### src/rtl/shadow_bank_pkg.sv
package shadow_bank_pkg;

    // Register layout inside one window's block of addresses.
    localparam int unsigned REG_PER_WIN = 4;
    localparam int unsigned IDX_CTRL    = 0;
    localparam int unsigned IDX_POS     = 1;
    localparam int unsigned IDX_SIZE    = 2;
    localparam int unsigned IDX_KEY     = 3;

    // Global register addresses and first window address.
    localparam int unsigned ADDR_RUN    = 0;
    localparam int unsigned ADDR_HOLD   = 1;
    localparam int unsigned WIN_BASE    = 16;

    // Per-window latch state.
    typedef enum logic [1:0] {
        WS_CLEAN = 2'd0,   // working equals pending
        WS_DIRTY = 2'd1,   // pending written, waiting for sync
        WS_HELD  = 2'd2    // hold bit set, transfers blocked
    } win_state_e;

    // Video run state.
    typedef enum logic [1:0] {
        RUN_OFF   = 2'd0,
        RUN_ARMED = 2'd1,  // one of the two run bits set
        RUN_ON    = 2'd2   // immediate bit and latched bit both set
    } run_state_e;

endpackage

### src/rtl/shadow_win.sv
module shadow_win
    import shadow_bank_pkg::*;
#(
    parameter int unsigned DATA_W  = 32,
    parameter int unsigned CTRL_W  = 8,
    parameter bit          HAS_KEY = 1'b1
) (
    input  logic              clk_i,
    input  logic              rst_ni,
    input  logic              wr_i,
    input  logic [1:0]        idx_i,
    input  logic [DATA_W-1:0] wdata_i,
    input  logic              vsync_i,
    input  logic              hold_i,
    output logic [CTRL_W-1:0] pend_ctrl_o,
    output logic [CTRL_W-1:0] work_ctrl_o,
    output logic [DATA_W-1:0] pend_pos_o,
    output logic [DATA_W-1:0] work_pos_o,
    output logic [DATA_W-1:0] pend_size_o,
    output logic [DATA_W-1:0] work_size_o,
    output logic [DATA_W-1:0] pend_key_o,
    output logic [DATA_W-1:0] work_key_o
);

    win_state_e state_q, state_d;
    logic       load_en;
    logic       wr_ctrl, wr_pos, wr_size;

    assign wr_ctrl = wr_i && (idx_i == 2'(IDX_CTRL));
    assign wr_pos  = wr_i && (idx_i == 2'(IDX_POS));
    assign wr_size = wr_i && (idx_i == 2'(IDX_SIZE));

    // State register.
    always_ff @(posedge clk_i) begin
        if (!rst_ni) state_q <= WS_CLEAN;
        else         state_q <= state_d;
    end

    // Transitions.
    always_comb begin
        state_d = state_q;
        unique case (state_q)
            WS_CLEAN: begin
                if (hold_i)    state_d = WS_HELD;
                else if (wr_i) state_d = WS_DIRTY;
            end
            WS_DIRTY: begin
                if (hold_i)                state_d = WS_HELD;
                else if (vsync_i && !wr_i) state_d = WS_CLEAN;
            end
            WS_HELD: begin
                if (!hold_i) state_d = (vsync_i && !wr_i) ? WS_CLEAN : WS_DIRTY;
            end
            default: state_d = WS_DIRTY;
        endcase
    end

    // Outputs of the state machine.
    always_comb begin
        load_en = 1'b0;
        unique case (state_q)
            WS_CLEAN:         load_en = 1'b0;
            WS_DIRTY, WS_HELD: load_en = vsync_i && !hold_i;
            default:          load_en = vsync_i && !hold_i;
        endcase
    end

    always_ff @(posedge clk_i) begin
        if (!rst_ni) begin
            pend_ctrl_o <= '0;
            pend_pos_o  <= '0;
            pend_size_o <= '0;
            work_ctrl_o <= '0;
            work_pos_o  <= '0;
            work_size_o <= '0;
        end else begin
            if (load_en) begin
                work_ctrl_o <= pend_ctrl_o;
                work_pos_o  <= pend_pos_o;
                work_size_o <= pend_size_o;
            end
            if (wr_ctrl) pend_ctrl_o <= wdata_i[CTRL_W-1:0];
            if (wr_pos)  pend_pos_o  <= wdata_i;
            if (wr_size) pend_size_o <= wdata_i;
        end
    end

    generate
        if (HAS_KEY) begin : g_key
            logic wr_key;
            assign wr_key = wr_i && (idx_i == 2'(IDX_KEY));
            always_ff @(posedge clk_i) begin
                if (!rst_ni) begin
                    pend_key_o <= '0;
                    work_key_o <= '0;
                end else begin
                    if (load_en) work_key_o <= pend_key_o;
                    if (wr_key)  pend_key_o <= wdata_i;
                end
            end
        end else begin : g_nokey
            assign pend_key_o = '0;
            assign work_key_o = '0;
        end
    endgenerate

endmodule

### src/rtl/shadow_glob.sv
module shadow_glob
    import shadow_bank_pkg::*;
#(
    parameter int unsigned NUM_WIN = 5
) (
    input  logic               clk_i,
    input  logic               rst_ni,
    input  logic               wr_run_i,
    input  logic               wr_hold_i,
    input  logic [1:0]         run_wdata_i,
    input  logic [NUM_WIN-1:0] hold_wdata_i,
    input  logic               vsync_i,
    output logic [1:0]         run_pend_o,
    output logic               run_frame_o,
    output logic [NUM_WIN-1:0] hold_o,
    output logic               video_on_o
);

    run_state_e state_q, state_d;
    logic [1:0] run_pend_d;
    logic       run_frame_d;

    assign run_pend_d  = wr_run_i ? run_wdata_i : run_pend_o;
    assign run_frame_d = vsync_i ? run_pend_o[1] : run_frame_o;

    always_ff @(posedge clk_i) begin
        if (!rst_ni) begin
            run_pend_o  <= '0;
            run_frame_o <= 1'b0;
            hold_o      <= '0;
        end else begin
            run_pend_o  <= run_pend_d;
            run_frame_o <= run_frame_d;
            if (wr_hold_i) hold_o <= hold_wdata_i;
        end
    end

    // State register.
    always_ff @(posedge clk_i) begin
        if (!rst_ni) state_q <= RUN_OFF;
        else         state_q <= state_d;
    end

    // Transitions.
    always_comb begin
        state_d = state_q;
        unique case (state_q)
            RUN_OFF, RUN_ARMED: begin
                if (run_pend_d[0] && run_frame_d)      state_d = RUN_ON;
                else if (run_pend_d[0] || run_frame_d) state_d = RUN_ARMED;
                else                                   state_d = RUN_OFF;
            end
            RUN_ON: begin
                if (!(run_pend_d[0] && run_frame_d))
                    state_d = (run_pend_d[0] || run_frame_d) ? RUN_ARMED : RUN_OFF;
            end
            default: state_d = RUN_OFF;
        endcase
    end

    // Outputs.
    always_comb begin
        video_on_o = 1'b0;
        unique case (state_q)
            RUN_ON:             video_on_o = 1'b1;
            RUN_OFF, RUN_ARMED: video_on_o = 1'b0;
            default:            video_on_o = 1'b0;
        endcase
    end

endmodule

### src/rtl/shadow_bank.sv
module shadow_bank
    import shadow_bank_pkg::*;
#(
    parameter int unsigned NUM_WIN = 5,
    parameter int unsigned DATA_W  = 32,
    parameter int unsigned CTRL_W  = 8,
    parameter int unsigned ADDR_W  = 8
) (
    input  logic                      clk_i,
    input  logic                      rst_ni,
    input  logic                      wr_en_i,
    input  logic [ADDR_W-1:0]         addr_i,
    input  logic [DATA_W-1:0]         wdata_i,
    input  logic                      vsync_i,
    output logic [DATA_W-1:0]         rdata_o,
    output logic [DATA_W-1:0]         dbg_rdata_o,
    output logic                      video_on_o,
    output logic [NUM_WIN*CTRL_W-1:0] win_ctrl_o,
    output logic [NUM_WIN*DATA_W-1:0] win_pos_o,
    output logic [NUM_WIN*DATA_W-1:0] win_size_o,
    output logic [NUM_WIN*DATA_W-1:0] win_key_o
);

    localparam int unsigned BLK_W     = ADDR_W - 2;
    localparam int unsigned FIRST_BLK = WIN_BASE / REG_PER_WIN;

    logic [1:0]         run_pend;
    logic               run_frame;
    logic [NUM_WIN-1:0] hold_q;
    logic               wr_run, wr_hold;

    logic [CTRL_W-1:0] pend_ctrl [NUM_WIN];
    logic [CTRL_W-1:0] work_ctrl [NUM_WIN];
    logic [DATA_W-1:0] pend_pos  [NUM_WIN];
    logic [DATA_W-1:0] work_pos  [NUM_WIN];
    logic [DATA_W-1:0] pend_size [NUM_WIN];
    logic [DATA_W-1:0] work_size [NUM_WIN];
    logic [DATA_W-1:0] pend_key  [NUM_WIN];
    logic [DATA_W-1:0] work_key  [NUM_WIN];
    logic [NUM_WIN-1:0] win_hit;
    logic [NUM_WIN*DATA_W-1:0] pend_pos_flat;

    assign wr_run  = wr_en_i && (addr_i == ADDR_W'(ADDR_RUN));
    assign wr_hold = wr_en_i && (addr_i == ADDR_W'(ADDR_HOLD));

    shadow_glob #(.NUM_WIN(NUM_WIN)) u_glob (
        .clk_i        (clk_i),
        .rst_ni       (rst_ni),
        .wr_run_i     (wr_run),
        .wr_hold_i    (wr_hold),
        .run_wdata_i  (wdata_i[1:0]),
        .hold_wdata_i (wdata_i[NUM_WIN-1:0]),
        .vsync_i      (vsync_i),
        .run_pend_o   (run_pend),
        .run_frame_o  (run_frame),
        .hold_o       (hold_q),
        .video_on_o   (video_on_o)
    );

    generate
        for (genvar w = 0; w < NUM_WIN; w++) begin : g_win
            assign win_hit[w] = (addr_i[ADDR_W-1:2] == BLK_W'(FIRST_BLK + w));

            shadow_win #(
                .DATA_W  (DATA_W),
                .CTRL_W  (CTRL_W),
                .HAS_KEY (w != 0)
            ) u_win (
                .clk_i       (clk_i),
                .rst_ni      (rst_ni),
                .wr_i        (wr_en_i && win_hit[w]),
                .idx_i       (addr_i[1:0]),
                .wdata_i     (wdata_i),
                .vsync_i     (vsync_i),
                .hold_i      (hold_q[w]),
                .pend_ctrl_o (pend_ctrl[w]),
                .work_ctrl_o (work_ctrl[w]),
                .pend_pos_o  (pend_pos[w]),
                .work_pos_o  (work_pos[w]),
                .pend_size_o (pend_size[w]),
                .work_size_o (work_size[w]),
                .pend_key_o  (pend_key[w]),
                .work_key_o  (work_key[w])
            );

            assign win_ctrl_o[w*CTRL_W +: CTRL_W]    = work_ctrl[w];
            assign win_pos_o[w*DATA_W +: DATA_W]     = work_pos[w];
            assign win_size_o[w*DATA_W +: DATA_W]    = work_size[w];
            assign win_key_o[w*DATA_W +: DATA_W]     = work_key[w];
            assign pend_pos_flat[w*DATA_W +: DATA_W] = pend_pos[w];
        end
    endgenerate

    // Read ports: pending view and working view.
    always_comb begin
        rdata_o     = '0;
        dbg_rdata_o = '0;
        if (addr_i == ADDR_W'(ADDR_RUN)) begin
            rdata_o     = DATA_W'(run_pend);
            dbg_rdata_o = DATA_W'({run_frame, run_pend[0]});
        end else if (addr_i == ADDR_W'(ADDR_HOLD)) begin
            rdata_o     = DATA_W'(hold_q);
            dbg_rdata_o = DATA_W'(hold_q);
        end else begin
            for (int w = 0; w < NUM_WIN; w++) begin
                if (win_hit[w]) begin
                    unique case (addr_i[1:0])
                        2'(IDX_CTRL): begin
                            rdata_o     = DATA_W'(pend_ctrl[w]);
                            dbg_rdata_o = DATA_W'(work_ctrl[w]);
                        end
                        2'(IDX_POS): begin
                            rdata_o     = pend_pos[w];
                            dbg_rdata_o = work_pos[w];
                        end
                        2'(IDX_SIZE): begin
                            rdata_o     = pend_size[w];
                            dbg_rdata_o = work_size[w];
                        end
                        default: begin
                            rdata_o     = pend_key[w];
                            dbg_rdata_o = work_key[w];
                        end
                    endcase
                end
            end
        end
    end

endmodule

### config.mk
export PLATFORM = sky130hd
export DESIGN_NAME = shadow_bank
export DESIGN_NICKNAME = d
export VERILOG_FILES = /design/src/rtl/shadow_bank_pkg.sv /design/src/rtl/shadow_win.sv /design/src/rtl/shadow_glob.sv /design/src/rtl/shadow_bank.sv
export SDC_FILE = /design/constraint.sdc
export NUM_CORES = 2
export LEC_CHECK = 0
export BUFFER_PORTS_ARGS = -buffer_cell sky130_fd_sc_hd__buf_2
export CORE_ASPECT_RATIO = 0.6
export CORE_MARGIN = 4
export CORE_UTILIZATION = 30
export DETAILED_ROUTE_END_ITERATION = 8
export GPL_TIMING_DRIVEN = 0
export PLACE_DENSITY_LB_ADDON = 0.12
export SYNTH_ARGS = -nofsm -noshare
export SYNTH_HDL_FRONTEND = slang
export SYNTH_SLANG_ARGS = --single-unit
### constraint.sdc
create_clock -name clk_i -period 4.5 [get_ports clk_i]
set_clock_uncertainty 0.05 [all_clocks]
set_input_delay 0.225 -clock clk_i [delete_from_list [all_inputs] [get_ports clk_i]]
set_output_delay 0.225 -clock clk_i [all_outputs]
set_load 0.01 [all_outputs]
* Word level (Yosys, flattened, before mapping)
Cells that the tools add are included.
** Storage, ports and cells
- Bits in registers :: 996
- Input port bits :: 44
- Output and inout bits :: 585
** Cells by class
- Equality and inequality tests :: 37
- Muxes and demuxes :: 71
- Reductions and logical operators :: 62
** Operator list (count)
- case mux 32 bit (3 select lines) :: 10
- two-way mux 32 bit :: 14
- two-way mux 2 bit :: 27
- logical AND 1 bit :: 37
- inequality test 3 x 2 -> 1 bit (second input constant) :: 10
- case mux 2 bit (3 select lines) :: 5
- equality test 6 x 3 -> 1 bit (second input constant) :: 4
- equality test 2 bit (second input constant) :: 8
- AND reduction 3 bit :: 5
- equality test 2 x 1 -> 1 bit (second input constant) :: 7
- zero test 2 bit :: 7
- two-way mux 1 bit :: 14
- inequality test 2 bit (second input constant) :: 6
- zero test 1 bit :: 10
- equality test 8 x 1 -> 1 bit (second input constant) :: 1
- zero test 8 bit :: 1
- equality test 6 x 4 -> 1 bit (second input constant) :: 1
- case mux 2 bit (2 select lines) :: 1
- OR reduction 2 bit :: 1
- logical OR 1 bit :: 1

* Depth between registers and ports, before layout
- Depth after elaboration :: 9
- Mapped depth :: 10
- Depth with buffers taken out :: 8

* Hierarchy
A second synthesis with hierarchy kept.
** Second synthesis, totals
- Cells, all modules :: 5039
- Area total of the unflattened synthesis :: 45902.8 sq um
** Modules (own cells, without submodules)
- shadow_win at g_win[1].u_win ... :: times used 4, cells each 820, area each 7593.5 sq um, sequential area each 4204.0 sq um
- shadow_bank :: times used 1, cells each 1057, area each 9260.1 sq um, sequential area each 0.0 sq um
- shadow_win at g_win[0].u_win :: times used 1, cells each 664, area each 5878.1 sq um, sequential area each 2922.8 sq um
- shadow_glob :: times used 1, cells each 38, area each 390.4 sq um, sequential area each 200.2 sq um

* Worst setup path after synthesis
OpenSTA, ideal clock, no wires.
- Kind :: input to output
- Start point :: input addr_i[1]
- End point :: output dbg_rdata_o[17]
- Arrival time :: 1.981 ns
- Required time :: 4.225 ns
- Slack :: 2.244 ns
- Cell stages on the path :: 7
- Path buffers :: 3
- Path through :: buf_2 clkbuf_1 buf_1 mux2_2 a221oi_1 nor2_1 a211o_1
** Between the ends
- Longest elaborated chain between the ends :: 9
- Elaborated cells between the ends (all ways) :: 17
** RTL lines
- start: declaration :: line shadow_bank.sv:12 : input logic [ADDR_W-1:0] addr_i,
- equality test 2 bit (tied with other cells) :: line shadow_bank.sv:107 : unique case (addr_i[1:0])
- case mux 32 bit (3 select lines) :: line shadow_bank.sv:107
- two-way mux 32 bit (5 in series) :: line shadow_bank.sv:106 : if (win_hit[w]) begin
- two-way mux 32 bit :: line shadow_bank.sv:101 : end else if (addr_i == ADDR_W'(ADDR_HOLD)) begin
- two-way mux 32 bit (*) :: line shadow_bank.sv:98 : if (addr_i == ADDR_W'(ADDR_RUN)) begin
- end: declaration :: line shadow_bank.sv:16 : output logic [DATA_W-1:0] dbg_rdata_o,
Every way passes the cells marked *; elsewhere a longest branch is shown, timed or not.

* Final worst setup path
- Start point :: input addr_i[2]
- End point :: output dbg_rdata_o[7]
** Between the ends
- Longest elaborated chain between the ends :: 8
- Elaborated cells between the ends (all ways) :: 14
** RTL lines
- equality test 6 x 3 -> 1 bit :: line shadow_bank.sv:62 : assign win_hit[w] = (addr_i[ADDR_W-1:2] == BLK_W'(FIRST_BLK + w));
- two-way mux 32 bit (5 in series) :: line shadow_bank.sv:106
- two-way mux 32 bit :: line shadow_bank.sv:101
- two-way mux 32 bit (*) :: line shadow_bank.sv:98
Marked as above.

==> out/summary.txt <==
DP HPWL: 220 mm
synthesized area per cell: 8.42 um2
Max-Cap Viols: 1
vias per std cell: 5.63
status: finished, violations left
final slew viol count: 0
WHS Path Cells: 5
fmax: 0.218 GHz
clock network power share: 47.4%
H-tree levels: 3
Chip Width: 513 um
Clock Sinks: 996
Total GRT Usage: 33.7%
Synth warnings: 0
routed via count: 46832
Area contributors post-synth: dfxtp_1, nand2_1, a21boi_0
failing checks: max-capacitance violations, negative setup slack
most used flip-flop cell after synthesis: dfxtp_1
Die H: 311 um
setup TNS: -0.394 ns
TritonRoute pass-1 iters: 7
Top Metal Used: met5
Critical Path Slowest Stage Cell: nor4_2
Int Pwr: 14.3 mW
Initial Util: 30.4%
Cell Count Post-Placement: 8078
routed length on met2: 109 mm
number of post-CTS setup repair buffers: 0
WP buf/inv: 4
min Tclk post-route: 4.59 ns
Compound-Gate Fraction of Synth Area: 23.2%
average wire per standard cell: 33.8 um
Finished Layout Cells: 8318
clock buffer depth: 3
initial antenna violation count: 36
combinational share of power: 7.1%
met3 wire len: 35.0 mm
crit-path cells: dlygate4sd3_1 -> buf_2 -> nor4_2 -> nand3_1 -> clkbuf_1 -> a31oi_1 -> buf_2
synthesized-area fraction occupied by adder cells: 0.0546%
reg2reg end: g_win[1].u_win.work_ctrl_o[2]
Top cell by count, worst path: buf_2
crit share post-route: 102%
worst relative slew slack: 0.811%
WHS: 0.0426 ns
mux cell area share after synthesis: 8.56%
endpoints failing setup: 11
P&R area growth vs syn: 20.6%
Cell variety after synth: 56
Critical Path End Type: output pin
top cell type's share of synthesized area: 43.5%
Metal-1 WL: 127 mm
pre-CTS setup slack: -0.360 ns
Switching Fraction: 26.4%
drt total wl: 281 mm
post-route cell area: 55300 um2
# DRC: 0
Layout Nets: 6253
Stages on worst setup path: 7
CP Data Arrival Time: 4.32 ns
P per Cell Area: 350 nW/um2
GR Overflow Total: 0
Port Buf Inserts: 583
clock buffer count from CTS: 106
fraction of layout cells with a size suffix above 1: 19.0%
DRT iter0 DRCs: 7396
Die ar.: 159000 um2
post-placement cell area: 51400 um2
largest net degree at the start of global routing: 14
startpoint types: primary input
most area-hungry cell type in the Yosys netlist: dfxtp_1
area of the core: 151000 um2
clock-pin slew on the worst setup and hold paths: 0.07 ns
origin of the critical flop-to-flop path: u_glob.hold_o[1]
Fin. Hold Viols: 0
worst-margin pin slew: 1.49 ns
CTS tree: built
vias in the first global route: 43039
LEAKAGE: 19.9 nW
RSZ-0062 raised after global routing: no
depth of the most critical reg-to-reg path: 6
Mapped Area: 45800 um2
Ports: 629
peak per-stage delay on the critical path: 1.05 ns
R2R setup slack: 1.00 ns
largest family of logic cells by synthesized area: compound AO/OA/AOI/OAI gates
switching power: 5.12 mW
synth cell count leaders: nand2_1, dfxtp_1, a21boi_0
CP startpoint: addr_i[2]
final worst slack: -0.0936 ns
CP Max Fanout: 10
cell with the most instances after synthesis: nand2_1
#FFs+latches synth: 996
number of synthesized flops with an enable pin: 0
Simple-Gate Fraction of Synth Area: 19.3%
FFs w/ async S/R, synth: 0%
critical path required time: 4.22 ns
row count: 110
sequential share of the synthesized area: 43.5%
gpl congestion: 0.984
Hold Crit Class: primary input to flop
Worst path top cell family by delay: simple AND/OR/NAND/NOR gates
Post-DRT Antenna Nets: 0
Clock Latency Late Sink: 0.74 ns
Synth Area in XOR/XNOR: 0%
crit path capture: dbg_rdata_o[7]
WS Path Type: primary input to output pin
first-pass GRT wire length: 375 mm
Mapped Cells: 5447
Sequential Power Share: 45.5%
maximum VDD drop: 258 uV
root buf cell: clkbuf_16
## state kept, by name, summed over array words and instances, names as in the netlist
name / cells
u_glob.state_q: 2
g_win.u_win.work_pos_o: 160
g_win.u_win.pend_key_o: 128
g_win.u_win.pend_pos_o: 160
u_glob.hold_o: 5
g_win.u_win.work_ctrl_o: 40
u_glob.run_frame_o: 1
g_win.u_win.work_key_o: 128
g_win.u_win.pend_size_o: 160
g_win.u_win.state_q: 10
g_win.u_win.pend_ctrl_o: 40
g_win.u_win.work_size_o: 160
u_glob.run_pend_o: 2
## layout by cell type (no fill, tap or decap), types with 65 or more instances in the layout
cell type,n
a21boi_0,803
a21boi_1,173
a221oi_1,100
a22oi_1,112
buf_2,721
clkbuf_1,363
clkbuf_16,109
dfxtp_1,996
mux2_2,165
mux4_2,65
nand2_1,1973
## metrics by stage
stage	util, %	power, mW
4_1_cts	36.6	19.3
6_report	36.7	19.4
5_1_grt	36.6	19.7
3_3_place_gp	34.1	10.3
3_5_place_dp	34.1	10.3
2_1_floorplan	-	9.62
## cell families after synthesis
logic type / after synthesis
AND/OR/NAND/NOR: 2204
AO/OA/AOI/OAI: 1402
flip-flops: 996
buffers and inverters: 552
multiplexers: 290
adder cells (fa/ha/maj): 2
other: 1
## worst min-delay path by stage
stage | end | slack (ns) | startpoint
after global routing | g_win[4].u_win.pend_pos_o[31] | 0.09 | addr_i[5]
after global placement | g_win[2].u_win.state_q[1] | 0.38 | g_win[2].u_win.state_q[1]
final | g_win[4].u_win.pend_pos_o[31] | 0.04 | addr_i[5]
after CTS | g_win[4].u_win.pend_pos_o[31] | 0.005 | addr_i[5]
after detailed placement | g_win[0].u_win.state_q[1] | 0.39 | g_win[0].u_win.state_q[1]
after floorplan | g_win[1].u_win.pend_key_o[10] | 0.31 | wdata_i[10]
## tightest hold or removal path: cells and delay by family
| kind | cells | cell delay [ns] |
|---|---|---|
| compound gates | 1 | 0.06 |
| simple gates | 2 | 0.18 |
| buf+inv | 2 | 0.31 |
## power groups by stage
| stage | combinational (mW) | clock (mW) | sequential, mW |
|---|---|---|---|
| 4_1_cts | 1.30 | 9.21 | 8.82 |
| 3_3_place_gp | 1.27 | 0 | 9.02 |
| 2_1_floorplan | 0.596 | 0 | 9.02 |
| 3_5_place_dp | 1.27 | 0 | 9.02 |
| 5_1_grt | 1.36 | 9.54 | 8.82 |
| 6_report | 1.37 | 9.19 | 8.82 |
## layer usage
metal  track usage (%)  vias to the layer above
met3              10.8                      367
met1              50.0                    23521
met4              10.7                        8
met2              45.4                     2827
met5                 0                        -
li1                  -                    20109
## cell type report
class	count	area, um2
repair buffers	621	3300
flip-flops and latches	996	19900
multi-input cells	3930	23600
clock inverters	24	213
well taps	2016	2520
plain buffers	543	2460
fillers	16103	95500
inverters	9	33.8
diodes	13	32.5
clock buffers	166	3250
## repair_timing
action,4_1_cts,5_1_grt
endpoints found under the setup margin,9,4
endpoints found under the hold margin,190,0
resized for setup,2,4
hold buffers,37,0
No activity file was read; power rests on OpenSTA's default activity.
